File: config.mk
export PLATFORM = sky130hd
export DESIGN_NAME = prim_seq_detect
export DESIGN_NICKNAME = d
export VERILOG_FILES = /design/src/rtl/pdt_pkg.sv /design/src/rtl/pdt_datapath.sv /design/src/rtl/pdt_control.sv /design/src/rtl/prim_seq_detect.sv
export SDC_FILE = /design/constraint.sdc
export NUM_CORES = 1
export LEC_CHECK = 0
export ABC_AREA = 1
export BUFFER_PORTS_ARGS = -buffer_cell sky130_fd_sc_hd__clkbuf_2
export CAP_MARGIN = 20
export CORE_ASPECT_RATIO = 1.1
export CORE_UTILIZATION = 35
export DETAILED_ROUTE_END_ITERATION = 8
export GPL_ROUTABILITY_DRIVEN = 0
export PLACE_DENSITY_LB_ADDON = 0.25
export SLEW_MARGIN = 20
export SYNTH_ARGS = -nofsm -noshare
export SYNTH_HDL_FRONTEND = slang
export SYNTH_SLANG_ARGS = --single-unit
File: constraint.sdc
create_clock -name clk -period 3.5 [get_ports clk]
set_input_delay 0.7 -clock clk [delete_from_list [all_inputs] [get_ports clk]]
set_output_delay 0.7 -clock clk [all_outputs]
set_load 0.01 [all_outputs]
File: src/rtl/pdt_pkg.sv
package pdt_pkg;

  typedef enum logic [2:0] {
    CLS_NONE   = 3'd0,
    CLS_SINGLE = 3'd1,
    CLS_REPEAT = 3'd2,
    CLS_TRIPLE = 3'd3,
    CLS_REDUND = 3'd4,
    CLS_ALIGN  = 3'd5,
    CLS_NOTIFY = 3'd6,
    CLS_RSVD   = 3'd7
  } primClass_t;

  // strobes from control to datapath
  typedef struct packed {
    logic loadCand;
    logic fire;
  } runStrobe_t;

  localparam logic [7:0] KCHAR_SAS  = 8'hBC;
  localparam logic [7:0] KCHAR_SATA = 8'h7C;
  localparam logic [7:0] KCHAR_ERR  = 8'hDC;

  function automatic logic isReportable(primClass_t c);
    return (c == CLS_SINGLE) || (c == CLS_REPEAT) ||
           (c == CLS_TRIPLE) || (c == CLS_REDUND);
  endfunction

  function automatic logic isFiller(primClass_t c);
    return (c == CLS_ALIGN) || (c == CLS_NOTIFY);
  endfunction

endpackage

File: src/rtl/pdt_datapath.sv
module pdt_datapath
  import pdt_pkg::*;
#(
  parameter int TBL_DEPTH = 8,
  localparam int IDX_W = (TBL_DEPTH > 1) ? $clog2(TBL_DEPTH) : 1
) (
  input  logic             clk,
  input  logic             rstN,
  input  logic             cfgWe,
  input  logic [IDX_W-1:0] cfgIdx,
  input  logic [31:0]      cfgValue,
  input  logic [2:0]       cfgClass,
  input  logic [31:0]      dwordIn,
  input  logic             ctrlIn,
  input  runStrobe_t       stb,
  output logic             isPrim,
  output primClass_t       hitClass,
  output logic             matchCand,
  output logic [IDX_W-1:0] primCode
);

  logic [31:0]      tblVal [TBL_DEPTH];
  primClass_t       tblCls [TBL_DEPTH];
  logic [TBL_DEPTH-1:0] entryHit;
  logic             anyHit;
  logic [IDX_W-1:0] hitIdx;
  primClass_t       hitCls;
  logic             kOk;
  logic [31:0]      candValue;

  // table storage
  always_ff @(posedge clk) begin
    if (!rstN) begin
      for (int i = 0; i < TBL_DEPTH; i++) begin
        tblVal[i] <= '0;
        tblCls[i] <= CLS_NONE;
      end
    end else if (cfgWe) begin
      tblVal[cfgIdx] <= cfgValue;
      tblCls[cfgIdx] <= primClass_t'(cfgClass);
    end
  end

  // per-entry comparators
  for (genvar g = 0; g < TBL_DEPTH; g++) begin : gEntry
    assign entryHit[g] = (dwordIn == tblVal[g]) &&
                         (isReportable(tblCls[g]) || isFiller(tblCls[g]));
  end

  // lowest index wins
  always_comb begin
    hitIdx = '0;
    hitCls = CLS_NONE;
    for (int i = TBL_DEPTH - 1; i >= 0; i--) begin
      if (entryHit[i]) begin
        hitIdx = IDX_W'(i);
        hitCls = tblCls[i];
      end
    end
  end

  assign anyHit = |entryHit;
  assign kOk    = (dwordIn[7:0] == KCHAR_SAS) || (dwordIn[7:0] == KCHAR_SATA) ||
                  (dwordIn[7:0] == KCHAR_ERR);
  assign isPrim    = ctrlIn && kOk && anyHit;
  assign hitClass  = isPrim ? hitCls : CLS_NONE;
  assign matchCand = isPrim && (dwordIn == candValue);

  always_ff @(posedge clk) begin
    if (!rstN) begin
      candValue <= '0;
      primCode  <= '0;
    end else begin
      if (stb.loadCand) candValue <= dwordIn;
      if (stb.fire)     primCode  <= hitIdx;
    end
  end

  AST_CODE_HOLDS: assert property (@(posedge clk) disable iff (!rstN)
    !stb.fire |=> $stable(primCode));

  AST_FIRE_ON_PRIM: assert property (@(posedge clk) disable iff (!rstN)
    stb.fire |-> isPrim);

endmodule

File: src/rtl/pdt_control.sv
module pdt_control
  import pdt_pkg::*;
#(
  parameter int REP_NEED = 2,
  parameter int RED_NEED = 3,
  localparam int TRI_NEED = 3,
  localparam int MAX_A    = (REP_NEED > TRI_NEED) ? REP_NEED : TRI_NEED,
  localparam int MAX_NEED = (MAX_A > RED_NEED) ? MAX_A : RED_NEED,
  localparam int CNT_W    = $clog2(MAX_NEED + 1)
) (
  input  logic       clk,
  input  logic       rstN,
  input  logic       inValid,
  input  logic       isPrim,
  input  primClass_t hitClass,
  input  logic       matchCand,
  output runStrobe_t stb,
  output logic       primValid
);

  logic             candActive, nxtActive;
  primClass_t       candClass, nxtClass;
  logic [CNT_W-1:0] runCount, nxtCount;
  logic             fired, nxtFired;
  logic             fillHold;

  function automatic int needOf(primClass_t c);
    case (c)
      CLS_SINGLE: return 1;
      CLS_REPEAT: return REP_NEED;
      CLS_TRIPLE: return TRI_NEED;
      CLS_REDUND: return RED_NEED;
      default:    return MAX_NEED + 1;
    endcase
  endfunction

  // filler tolerated inside the current run
  always_comb begin
    fillHold = 1'b0;
    if (candActive && isPrim && !matchCand) begin
      if (hitClass == CLS_ALIGN)
        fillHold = (candClass == CLS_TRIPLE) || (candClass == CLS_REDUND);
      else if (hitClass == CLS_NOTIFY)
        fillHold = (candClass == CLS_TRIPLE);
    end
  end

  always_comb begin
    nxtActive = candActive;
    nxtClass  = candClass;
    nxtCount  = runCount;
    nxtFired  = fired;
    stb       = '0;
    if (inValid) begin
      if (candActive && matchCand) begin
        if (int'(runCount) < MAX_NEED) nxtCount = runCount + CNT_W'(1);
        if (!fired && int'(nxtCount) >= needOf(candClass)) begin
          stb.fire = 1'b1;
          nxtFired = 1'b1;
        end
      end else if (fillHold) begin
        // run continues unchanged
      end else if (isPrim && isReportable(hitClass)) begin
        stb.loadCand = 1'b1;
        nxtActive    = 1'b1;
        nxtClass     = hitClass;
        nxtCount     = CNT_W'(1);
        nxtFired     = (needOf(hitClass) == 1);
        stb.fire     = (needOf(hitClass) == 1);
      end else begin
        nxtActive = 1'b0;
        nxtClass  = CLS_NONE;
        nxtCount  = '0;
        nxtFired  = 1'b0;
      end
    end
  end

  always_ff @(posedge clk) begin
    if (!rstN) begin
      candActive <= 1'b0;
      candClass  <= CLS_NONE;
      runCount   <= '0;
      fired      <= 1'b0;
      primValid  <= 1'b0;
    end else begin
      candActive <= nxtActive;
      candClass  <= nxtClass;
      runCount   <= nxtCount;
      fired      <= nxtFired;
      primValid  <= stb.fire;
    end
  end

  AST_GAP_QUIET: assert property (@(posedge clk) disable iff (!rstN)
    !inValid |=> (!primValid && $stable(runCount)));

  AST_NO_REFIRE: assert property (@(posedge clk) disable iff (!rstN)
    (inValid && candActive && matchCand && fired) |=> !primValid);

  AST_FILLER_HOLDS: assert property (@(posedge clk) disable iff (!rstN)
    (inValid && fillHold) |=> (!primValid && $stable(runCount) && candActive));

  AST_DATA_BREAKS: assert property (@(posedge clk) disable iff (!rstN)
    (inValid && !isPrim) |=> (!primValid && !candActive));

endmodule

File: src/rtl/prim_seq_detect.sv
module prim_seq_detect
  import pdt_pkg::*;
#(
  parameter int TBL_DEPTH = 8,
  parameter int REP_NEED  = 2,
  parameter int RED_NEED  = 3,
  localparam int IDX_W = (TBL_DEPTH > 1) ? $clog2(TBL_DEPTH) : 1
) (
  input  logic             clk,
  input  logic             rstN,
  input  logic             cfgWe,
  input  logic [IDX_W-1:0] cfgIdx,
  input  logic [31:0]      cfgValue,
  input  logic [2:0]       cfgClass,
  input  logic             inValid,
  input  logic [31:0]      dwordIn,
  input  logic             ctrlIn,
  output logic             primValid,
  output logic [IDX_W-1:0] primCode
);

  runStrobe_t stb;
  logic       isPrim;
  primClass_t hitClass;
  logic       matchCand;

  pdt_datapath #(.TBL_DEPTH(TBL_DEPTH)) u_dp (
    .clk       (clk),
    .rstN      (rstN),
    .cfgWe     (cfgWe),
    .cfgIdx    (cfgIdx),
    .cfgValue  (cfgValue),
    .cfgClass  (cfgClass),
    .dwordIn   (dwordIn),
    .ctrlIn    (ctrlIn),
    .stb       (stb),
    .isPrim    (isPrim),
    .hitClass  (hitClass),
    .matchCand (matchCand),
    .primCode  (primCode)
  );

  pdt_control #(.REP_NEED(REP_NEED), .RED_NEED(RED_NEED)) u_ctl (
    .clk       (clk),
    .rstN      (rstN),
    .inValid   (inValid),
    .isPrim    (isPrim),
    .hitClass  (hitClass),
    .matchCand (matchCand),
    .stb       (stb),
    .primValid (primValid)
  );

endmodule

==> flow_summary.json, run 1 <==
{
  "multi_input_area_sq_um": 7600,
  "powerDensity_nw_per_um2": 456,
  "antenna_found_initial": 0,
  "fmax_ghz": 0.308,
  "design.portCount": 79,
  "vias_per_cell": 5.05,
  "skew_ns": 0.0247,
  "setup_slack_ns": 0.251,
  "drive_gt1_share_pct": 18.3,
  "netlist-cell-type-count": 48,
  "synthCells": 2196,
  "slew_viol_final": 0,
  "h-tree-depth": 2,
  "die_y_microns": 241,
  "cts.path.max_buffers": 3,
  "grt_pass1_wl_microns": 96200,
  "core_area_sq_um": 51300,
  "status": "completed",
  "period_share_pct": 92.8,
  "avgSynthCellArea_sq_um": 8.28,
  "grt_max_degree": 58,
  "clock-sinks": 323,
  "synth-seq-cells": 323,
  "die_w_microns": 219,
  "final_nets": 2569,
  "r2r_cells": 20,
  "synth_flop_cell": "edfxtp_1",
  "timing_worst_slew_pin_value_ns": 0.884,
  "reg2reg_slack_ns": 0.35,
  "port_buffers": 78,
  "yosys_warnings": 0,
  "worstHoldStart": "u_ctl.fired$_SDFFE_PN0P_",
  "end_kind": "register",
  "post_cts_buffers": 0,
  "seq_area_frac_synth_pct": 50.9,
  "path_clk_slew_ns": 0.06,
  "met2_length_microns": 30800,
  "die_area_sq_um": 52900,
  "maxUsedRoutingLayer": "met4",
  "arrival_ns": 3.70,
  "first_pass_iters": 6,
  "worstPathMaxFanout": 57,
  "dpl-instance-area_sq_um": 21000,
  "antenna_cells": 0,
  "drt_iter0_drc": 1510,
  "rows": 87,
  "dr_wl_met3_microns": 4390,
  "worstSetupStartpointType": "input port",
  "globalRouteTotalUtil_pct": 24.9,
  "drtAntennaViolNets": 0,
  "holdCritPathClass": "register to register",
  "critPathKind": "input port to register",
  "fill_cells": 5096,
  "maxSlewHeadroom_pct": 40.8,
  "cts_tree": "done",
  "post-dp-hpwl_microns": 50100,
  "path_cells": "clkbuf_2 > buf_4 > xor2_1 > nor2_1 > nand2_1 > nor2_1 > nand3_1 > nor2_4 > nand2_1 > nand2_1 > inv_1 > nand2_1 > nand2_1 > nand2_1 > nand2_1 > nand2_2 > nor2_1 > nor2_1 > nand3_2 > nand3_2 > buf_12 > nand2_1 > nand2_1 > nor2_1",
  "rsz0062_at_grt": "false",
  "finalHoldViolCount": 0,
  "synth_edf_count": 280,
  "async_flop_share_pct": 0,
  "ir_worst_vdd_v": 0.000336,
  "crit_start": "dwordIn[14]",
  "dp_slack_ns": -0.335,
  "start_util_pct": 35.5,
  "wl_per_cell_microns": 20.4,
  "critPathRequiredTime_ns": 3.95,
  "clk-insertion-delay-late_ns": 0.57,
  "root_buffer": "clkbuf_16",
  "route.detailed.drc": 0,
  "drt-met1-wl_microns": 26600,
  "wl_microns": 65100,
  "final_cell_mix": "nor2_1 (525), nand2_1 (493), edfxtp_1 (280)",
  "setup_viol": 0,
  "path_buf_inv": 4,
  "crit_family": "simple AND/OR/NAND/NOR gates",
  "dp_cells": 3117,
  "overflow": 0,
  "cts_buffers": 40,
  "num_vias": 16100,
  "grt_pass1_vias": 15900,
  "cap_viol_max_count": 0,
  "hold_depth": 2,
  "critical_path_depth": 24,
  "path_common_cell": "nand2_1",
  "r2r_start": "u_dp.tblVal[0][9]$_SDFFCE_PN0P_",
  "layout_commonest_cell": "nor2_1",
  "synth_nets": 2273,
  "period_minus_slack_ns": 3.25,
  "crit_slowest_cell": "clkbuf_2",
  "synthesis.area_sq_um": 18200,
  "final_area_sq_um": 22200,
  "area_delta_synth_final_pct": 22.3,
  "seqCellArea_sq_um": 9270,
  "final_cells": 3188,
  "max_stage_delay_ns": 0.25,
  "leakage_nw": 9.85
}
-- power breakdown --
group / switching [mW] / internal [mW] / total (mW) / leakage (nW)
sequential: 0.119 / 4.40 / 4.52 / 3.03
combinational: 0.926 / 0.546 / 1.47 / 6.20
clock: 1.67 / 2.48 / 4.15 / 0.621
-- kinds of logic (layout without fill, tap and decap cells) --
family	count (synthesis)	count (layout)	synth area share (%)
fa+ha+maj	2	2	0.138
buf+inv	304	629	7.38
compound gates	88	88	2.65
flops	323	323	50.9
xor+xnor	184	184	8.86
simple gates	1295	1295	30.0
-- layer usage --
| metal | track usage [%] | up-vias |
|---|---|---|
| met5 | 0 | - |
| met4 | 12.3 | 0 |
| met3 | 3.04 | 159 |
| met2 | 41.8 | 680 |
| met1 | 31.5 | 7659 |
| li1 | - | 7596 |
-- worst reg2reg max path: cells and delay by family, from the launching register on --
kind,cells,cell delay (ns)
and+or+nand+nor,15,1.87
buffers and inverters,4,0.67
DFF,1,0.38
AOI/OAI and AO/OA,1,0.11
-- cells in the mapped netlist (6+ instances only) --
master | count | area, sq um
or2_2 | 24 | 150
a21oi_1 | 27 | 135
nor2_1 | 526 | 1970
nand2_1 | 500 | 1880
nor3_1 | 19 | 95.1
clkbuf_1 | 30 | 113
dfxtp_1 | 43 | 861
xnor2_1 | 120 | 1050
xor2_1 | 64 | 561
nand3b_1 | 10 | 75.1
buf_2 | 6 | 30.0
edfxtp_1 | 280 | 8410
nand3_1 | 109 | 546
buf_6 | 7 | 78.8
nor2_2 | 10 | 62.6
buf_4 | 26 | 195
nor4_1 | 9 | 56.3
nand4_1 | 48 | 300
inv_2 | 20 | 75.1
inv_1 | 211 | 792
o21ai_0 | 41 | 205
-- repair_timing --
action / CTS / global route
setup endpoints to repair: 0 / 29
gates resized for setup: 0 / 2
hold buffers: 0 / 0
-- path summary, 6_finish.rpt --
kind / end
max: u_dp.candValue[7]$_SDFFE_PN0P_
min: u_ctl.fired$_SDFFE_PN0P_
max reg2reg: u_dp.candValue[7]$_SDFFE_PN0P_
min reg2reg: u_ctl.fired$_SDFFE_PN0P_
-- final cells by class --
| class | instances | share of cell area [%] |
|---|---|---|
| clock buffers | 54 | 4.93 |
| flip-flops and latches | 323 | 41.7 |
| multi-input cells | 1569 | 34.2 |
| clock inverters | 17 | 0.832 |
| well taps | 667 | 3.75 |
| inverters | 232 | 3.91 |
| repair buffers | 326 | 10.7 |
-- registers in the layout, summed over array words and instances, names as in the netlist --
| name | cells |
|---|---|
| u_dp.primCode | 3 |
| u_dp.tblCls | 24 |
| u_ctl.runCount | 2 |
| u_dp.tblVal | 256 |
| u_ctl.primValid | 1 |
| u_ctl.fired | 1 |
| u_ctl.candActive | 1 |
| u_dp.candValue | 32 |
| u_ctl.candClass | 3 |
-- metrics by stage --
| stage | util (%) | hold slack, ns | setup TNS (ns) | total power [mW] |
|---|---|---|---|---|
| detailed placement | 40.9 | 0.462 | -10.70 | 6.05 |
| finish | 43.4 | 0.471 | 0 | 10.1 |
| global route | 43.4 | 0.504 | 0 | 10.4 |
| CTS | 43.4 | 0.472 | 0 | 10.2 |
| floorplan | - | 0.439 | 0 | 5.32 |
| global placement | 40.9 | 0.454 | -10.91 | 6.03 |
No activity file was read; power rests on OpenSTA's default activity.
==> inputs of run 2 (changes only) <==
clock period = 4.1 ns   (was 3.5 ns; I/O delays follow)
==> flow_summary.json, run 2 (synthesis gave the netlist of run 1 again) <==
{
  "status": "completed",
  "dp_slack_ns": 0.000846,
  "p_clk_share_pct": 41.6,
  "largest_register_ffs": 256,
  "root_buffer": "clkbuf_16",
  "drt_iter0_drc": 1618,
  "cts_buffers": 39,
  "cts_tree": "done",
  "worstSetupStartpointType": "input port",
  "start_util_pct": 35.5,
  "vias_per_cell": 5.20,
  "post-dp-hpwl_microns": 50000,
  "reg.largest.list": "u_dp.tblVal: 256 flops, u_dp.candValue: 32 flops, u_dp.tblCls: 24 flops",
  "cts.path.max_buffers": 3,
  "fill_cells": 5179,
  "rows": 87,
  "antenna_found_initial": 0,
  "drtAntennaViolNets": 0,
  "antenna_cells": 0,
  "end_kind": "register",
  "path_buf_inv": 3,
  "maxSlewHeadroom_pct": 30.3,
  "grt_max_degree": 58,
  "timing_worst_slew_pin_value_ns": 1.04,
  "use_met2_pct": 41.7,
  "grtUsageMet1_pct": 31.6,
  "period_share_pct": 89.1,
  "finalHoldViolCount": 0,
  "layout_commonest_cell": "nor2_1",
  "crit_slowest_cell": "nand3_1",
  "die_area_sq_um": 52900,
  "cts_hold_buf": 0,
  "multi_input_area_sq_um": 7600,
  "cap_viol_max_count": 0,
  "route.detailed.drc": 0,
  "design.portCount": 79,
  "area_delta_synth_final_pct": 14.1,
  "drive_gt1_share_pct": 12.1,
  "path_clk_slew_ns": 0.05,
  "grt_pass1_vias": 15100,
  "slew_viol_final": 0,
  "final_cell_mix": "nor2_1 (526), nand2_1 (493), edfxtp_1 (280)",
  "post_cts_buffers": 0,
  "final_area_sq_um": 20800,
  "critPathRequiredTime_ns": 4.61,
  "die_w_microns": 219,
  "fin_util_pct": 40.5,
  "port_buffers": 78,
  "dp_cells": 2933,
  "path_cells": "clkbuf_2 > buf_4 > xnor2_1 > nand3_1 > nor2_1 > nand2_1 > nor3_1 > nand3_1 > nand2_1 > nor2_1 > a21boi_1 > nand2_1 > nor2_1 > nand3_1 > nand2_1 > inv_1 > nor2_1 > nand3_1 > nand2_1",
  "combPwrFrac_pct": 12.9,
  "critPathKind": "input port to register",
  "skew_ns": 0.0265,
  "num_vias": 15600,
  "cts_resized": 0,
  "swShare_pct": 27.8,
  "die_y_microns": 241,
  "max_stage_delay_ns": 0.39,
  "fmax_ghz": 0.274,
  "arrival_ns": 4.16,
  "rsz0062_at_grt": "false",
  "h-tree-depth": 2,
  "final_nets": 2384,
  "overflow": 0,
  "wl_microns": 66400,
  "grt_busiest_layer": "met2",
  "setup_viol": 0,
  "grt_use_met3_pct": 3.30,
  "core_area_sq_um": 51300,
  "crit_family": "simple AND/OR/NAND/NOR gates",
  "power.internal_mw": 6.13,
  "setup_slack_ns": 0.448,
  "final_cells": 3005,
  "p_seq_share_pct": 45.5,
  "first_pass_iters": 7,
  "seqCellArea_sq_um": 9270,
  "leakage_nw": 8.94,
  "holdCritPathClass": "register to register",
  "grt_pass1_wl_microns": 95500,
  "globalRouteTotalUtil_pct": 25.2,
  "ir_worst_vdd_v": 0.000248,
  "worstPathMaxFanout": 8,
  "clock-sinks": 323,
  "clk-insertion-delay-late_ns": 0.59,
  "totalNegativeSetupSlack_ns": 0,
  "wl_per_cell_microns": 22.1,
  "powerDensity_nw_per_um2": 409,
  "regMostFlops": "u_dp.tblVal",
  "p_sw_mw": 2.36,
  "dpl-instance-area_sq_um": 19500,
  "path_common_cell": "nand2_1",
  "period_minus_slack_ns": 3.65
}
run 2: cell count changes in the layout (fill, tap and decap cells not counted), sizes merged:
cell      delta
buf        -185
bufinv       -1
inv          +2
clkinv       +1
clkinvlp     +1
clkbuf       -1
run 2: worst paths after layout:
check,from,end,slack (ns),depth (start not counted)
worst max register to register,u_dp.tblCls[6][1]$_SDFFCE_PN0P_,u_dp.primCode[1]$_SDFFE_PN0P_,0.82,19
worst min register to register,u_dp.primCode[0]$_SDFFE_PN0P_,u_dp.primCode[0]$_SDFFE_PN0P_,0.47,2
worst min-delay path,u_dp.primCode[0]$_SDFFE_PN0P_,u_dp.primCode[0]$_SDFFE_PN0P_,0.47,2
worst max-delay path,dwordIn[0],u_dp.primCode[1]$_SDFFE_PN0P_,0.45,19
run 2: worst register-to-register path: cells and delay by family, from the launching register on:
kind            cells  cell delay (ns)
buf+inv             2             0.21
simple gates       14             1.53
flops               1             0.49
compound gates      3             1.01
run 2: stage by stage:
step / hold WS [ns] / power (mW)
5_1_grt: 0.497 / 8.72
4_1_cts: 0.477 / 8.51
3_3_place_gp: 0.459 / 5.00
3_5_place_dp: 0.468 / 5.01
6_report: 0.472 / 8.49
2_1_floorplan: 0.439 / 4.54
run 2: metal layers:
metal  vias to the layer above  share of wire [%]
li1                       7230                  -
met2                       724                 47
met1                      7474                 40
met3                       197                7.1
met4                         0                5.9
met5                         -                  0
run 2: area by class of cell:
| type | count | share of cell area (%) |
|---|---|---|
| clock buffer | 52 | 5.18 |
| clock inverter | 20 | 1.04 |
| inverter | 232 | 4.19 |
| multi-input combinational | 1569 | 36.6 |
| sequential | 323 | 44.6 |
| tap | 667 | 4.02 |
| timing repair buffer | 142 | 4.32 |
run 2: power groups by stage:
stage                     Sequential, mW  Clock [mW]  Combinational (mW)
after floorplan                     3.90           0               0.647
after global placement              3.93           0                1.07
after detailed placement            3.93           0                1.07
after CTS                           3.87        3.57                1.08
after global routing                3.88        3.67                1.17
final                               3.87        3.53                1.09
==> inputs of run 3 (changes only) <==
REMOVE_ABC_BUFFERS = 1   (was default)
==> flow_summary.json, run 3 (synthesis gave the netlist of run 1 again) <==
{
  "die_y_microns": 241,
  "layout_commonest_cell": "nor2_1",
  "path_clk_slew_ns": 0.05,
  "route.detailed.drc": 0,
  "worstSetupStartpointType": "input port",
  "rows": 87,
  "holdWs_ns": 0.472,
  "drt_iter0_drc": 1517,
  "largest_register_ffs": 256,
  "wl_microns": 64400,
  "slew_viol_final": 0,
  "hold_depth": 2,
  "area_delta_synth_final_pct": 14.3,
  "crit_start": "dwordIn[18]",
  "timing_worst_slew_pin_value_ns": 1.06,
  "core_area_sq_um": 51300,
  "end_kind": "register",
  "path_cells": "clkbuf_2 > buf_4 > nand2_1 > a21oi_1 > nand2_1 > nor2_1 > nand4_1 > inv_2 > nand2_1 > nand3_1 > clkinv_1 > nand2_1 > nor2_1 > nor2_1 > nand3_2 > nand3_2 > buf_12 > nand2_1 > nand2_1 > nor2_1",
  "drive_gt1_share_pct": 12.5,
  "setup_viol": 0,
  "worstHoldStart": "u_ctl.fired$_SDFFE_PN0P_",
  "regMostFlops": "u_dp.tblVal",
  "grt_pass1_wl_microns": 94600,
  "design.portCount": 79,
  "ir_worst_vdd_v": 0.000258,
  "final_area_sq_um": 20800,
  "port_buffers": 78,
  "grt_max_degree": 58,
  "cts_hold_buf": 0,
  "cap_viol_max_count": 0,
  "path_common_cell": "nand2_1",
  "r2r_start": "u_dp.tblVal[0][27]$_SDFFCE_PN0P_",
  "h-tree-depth": 2,
  "finalHoldViolCount": 0,
  "final_cell_mix": "nor2_1 (526), nand2_1 (492), edfxtp_1 (280)",
  "antenna_cells": 0,
  "clock-sinks": 323,
  "critPathRequiredTime_ns": 4.54,
  "path_buf_inv": 5,
  "fill_cells": 5066,
  "cts_tree": "done",
  "overflow": 0,
  "clk-insertion-delay-late_ns": 0.56,
  "max_stage_delay_ns": 0.44,
  "root_buffer": "clkbuf_16",
  "crit_family": "simple AND/OR/NAND/NOR gates",
  "dpl-instance-area_sq_um": 19700,
  "cts_buffers": 38,
  "worstPathMaxFanout": 57,
  "num_vias": 15400,
  "cts.path.max_buffers": 3,
  "reg.largest.list": "u_dp.tblVal: 256 flops, u_dp.candValue: 32 flops, u_dp.tblCls: 24 flops",
  "vias_per_cell": 5.10,
  "arrival_ns": 3.98,
  "die_area_sq_um": 52900,
  "start_util_pct": 35.5,
  "status": "completed",
  "leakage_nw": 8.98,
  "antenna_found_initial": 1,
  "crit_slowest_cell": "a21oi_1",
  "grt_pass1_vias": 15100,
  "critical_path_depth": 20,
  "final_nets": 2405,
  "critPathKind": "input port to register",
  "period_minus_slack_ns": 3.54,
  "cts_resized": 0,
  "globalRouteTotalUtil_pct": 24.7,
  "r2r_cells": 19,
  "powerDensity_nw_per_um2": 394,
  "maxSlewHeadroom_pct": 28.8,
  "holdCritPathClass": "register to register",
  "die_w_microns": 219,
  "wl_per_cell_microns": 21.3,
  "rsz0062_at_grt": "false",
  "drtAntennaViolNets": 0,
  "post-dp-hpwl_microns": 48700,
  "period_share_pct": 86.4,
  "post_cts_buffers": 0,
  "skew_ns": 0.0194,
  "first_pass_iters": 5,
  "fmax_ghz": 0.282
}
## run 3: changes by cell type in the layout (fill, tap and decap cells not counted), sizes merged
cell / change
buf: +22
clkinv: -6
clkbuf: +2
bufinv: -1
clkinvlp: -1
## run 3: final cells by class
type                            count  area, sq um  area share (%)
Multi-Input combinational cell   1569         7600            36.6
Sequential cell                   323         9270            44.6
Clock inverter                     12          123           0.590
Tap cell                          667          835            4.01
Clock buffer                       54         1020            4.91
Timing Repair Buffer              164         1070            5.16
Inverter                          232          871            4.19
## run 3: per-stage QoR
step / TNS [ns] / power [mW] / instances / utilization (%) / setup slack, ns
5_1_grt: 0 / 8.45 / 3021 / 40.6 / 0.304
6_report: 0 / 8.19 / 3021 / 40.6 / 0.559
3_3_place_gp: -0.0159 / 5.00 / 2955 / 38.3 / -0.0105
3_5_place_dp: -0.250 / 5.01 / 2955 / 38.3 / -0.0251
4_1_cts: 0 / 8.21 / 3021 / 40.6 / 0.551
2_1_floorplan: 0 / 4.47 / 2124 / - / 0.712
## run 3: worst register-to-register path, stage by stage (launching register included)
cell      delay, ns
edfxtp_1       0.39
xnor2_1        0.49
nand2_1        0.11
nor2_1         0.12
nand2_1        0.06
nor2_1         0.10
nand4_1        0.30
inv_2          0.22
nand2_1        0.08
nand3_1        0.13
clkinv_1       0.07
nand2_1        0.12
nor2_1         0.07
nor2_1         0.13
nand3_2        0.12
nand3_2        0.11
buf_12         0.25
nand2_1        0.13
nand2_1        0.07
nor2_1         0.04
## run 3: where the power goes
group	switching (mW)	total, mW	leakage (nW)	internal (mW)
clock	1.37	3.23	0.553	1.86
sequential	0.106	3.87	3.03	3.76
combinational	0.758	1.09	5.39	0.337
total	2.24	8.19	8.98	5.96
## run 3: path summary, 6_finish.rpt
path	end	slack [ns]
max reg2reg	u_dp.candValue[24]$_SDFFE_PN0P_	0.89
max	u_dp.candValue[24]$_SDFFE_PN0P_	0.56
min	u_ctl.fired$_SDFFE_PN0P_	0.47
min reg2reg	u_ctl.fired$_SDFFE_PN0P_	0.47
## run 3: metal layers
layer | global-route usage (%) | routed length (microns) | vias to the layer above
met1 | 31.9 | 26600 | 7339
li1 | - | - | 7272
met2 | 40.8 | 30100 | 658
met4 | 11.7 | 3230 | 0
met5 | 0 | 0 | -
met3 | 3.42 | 4520 | 132
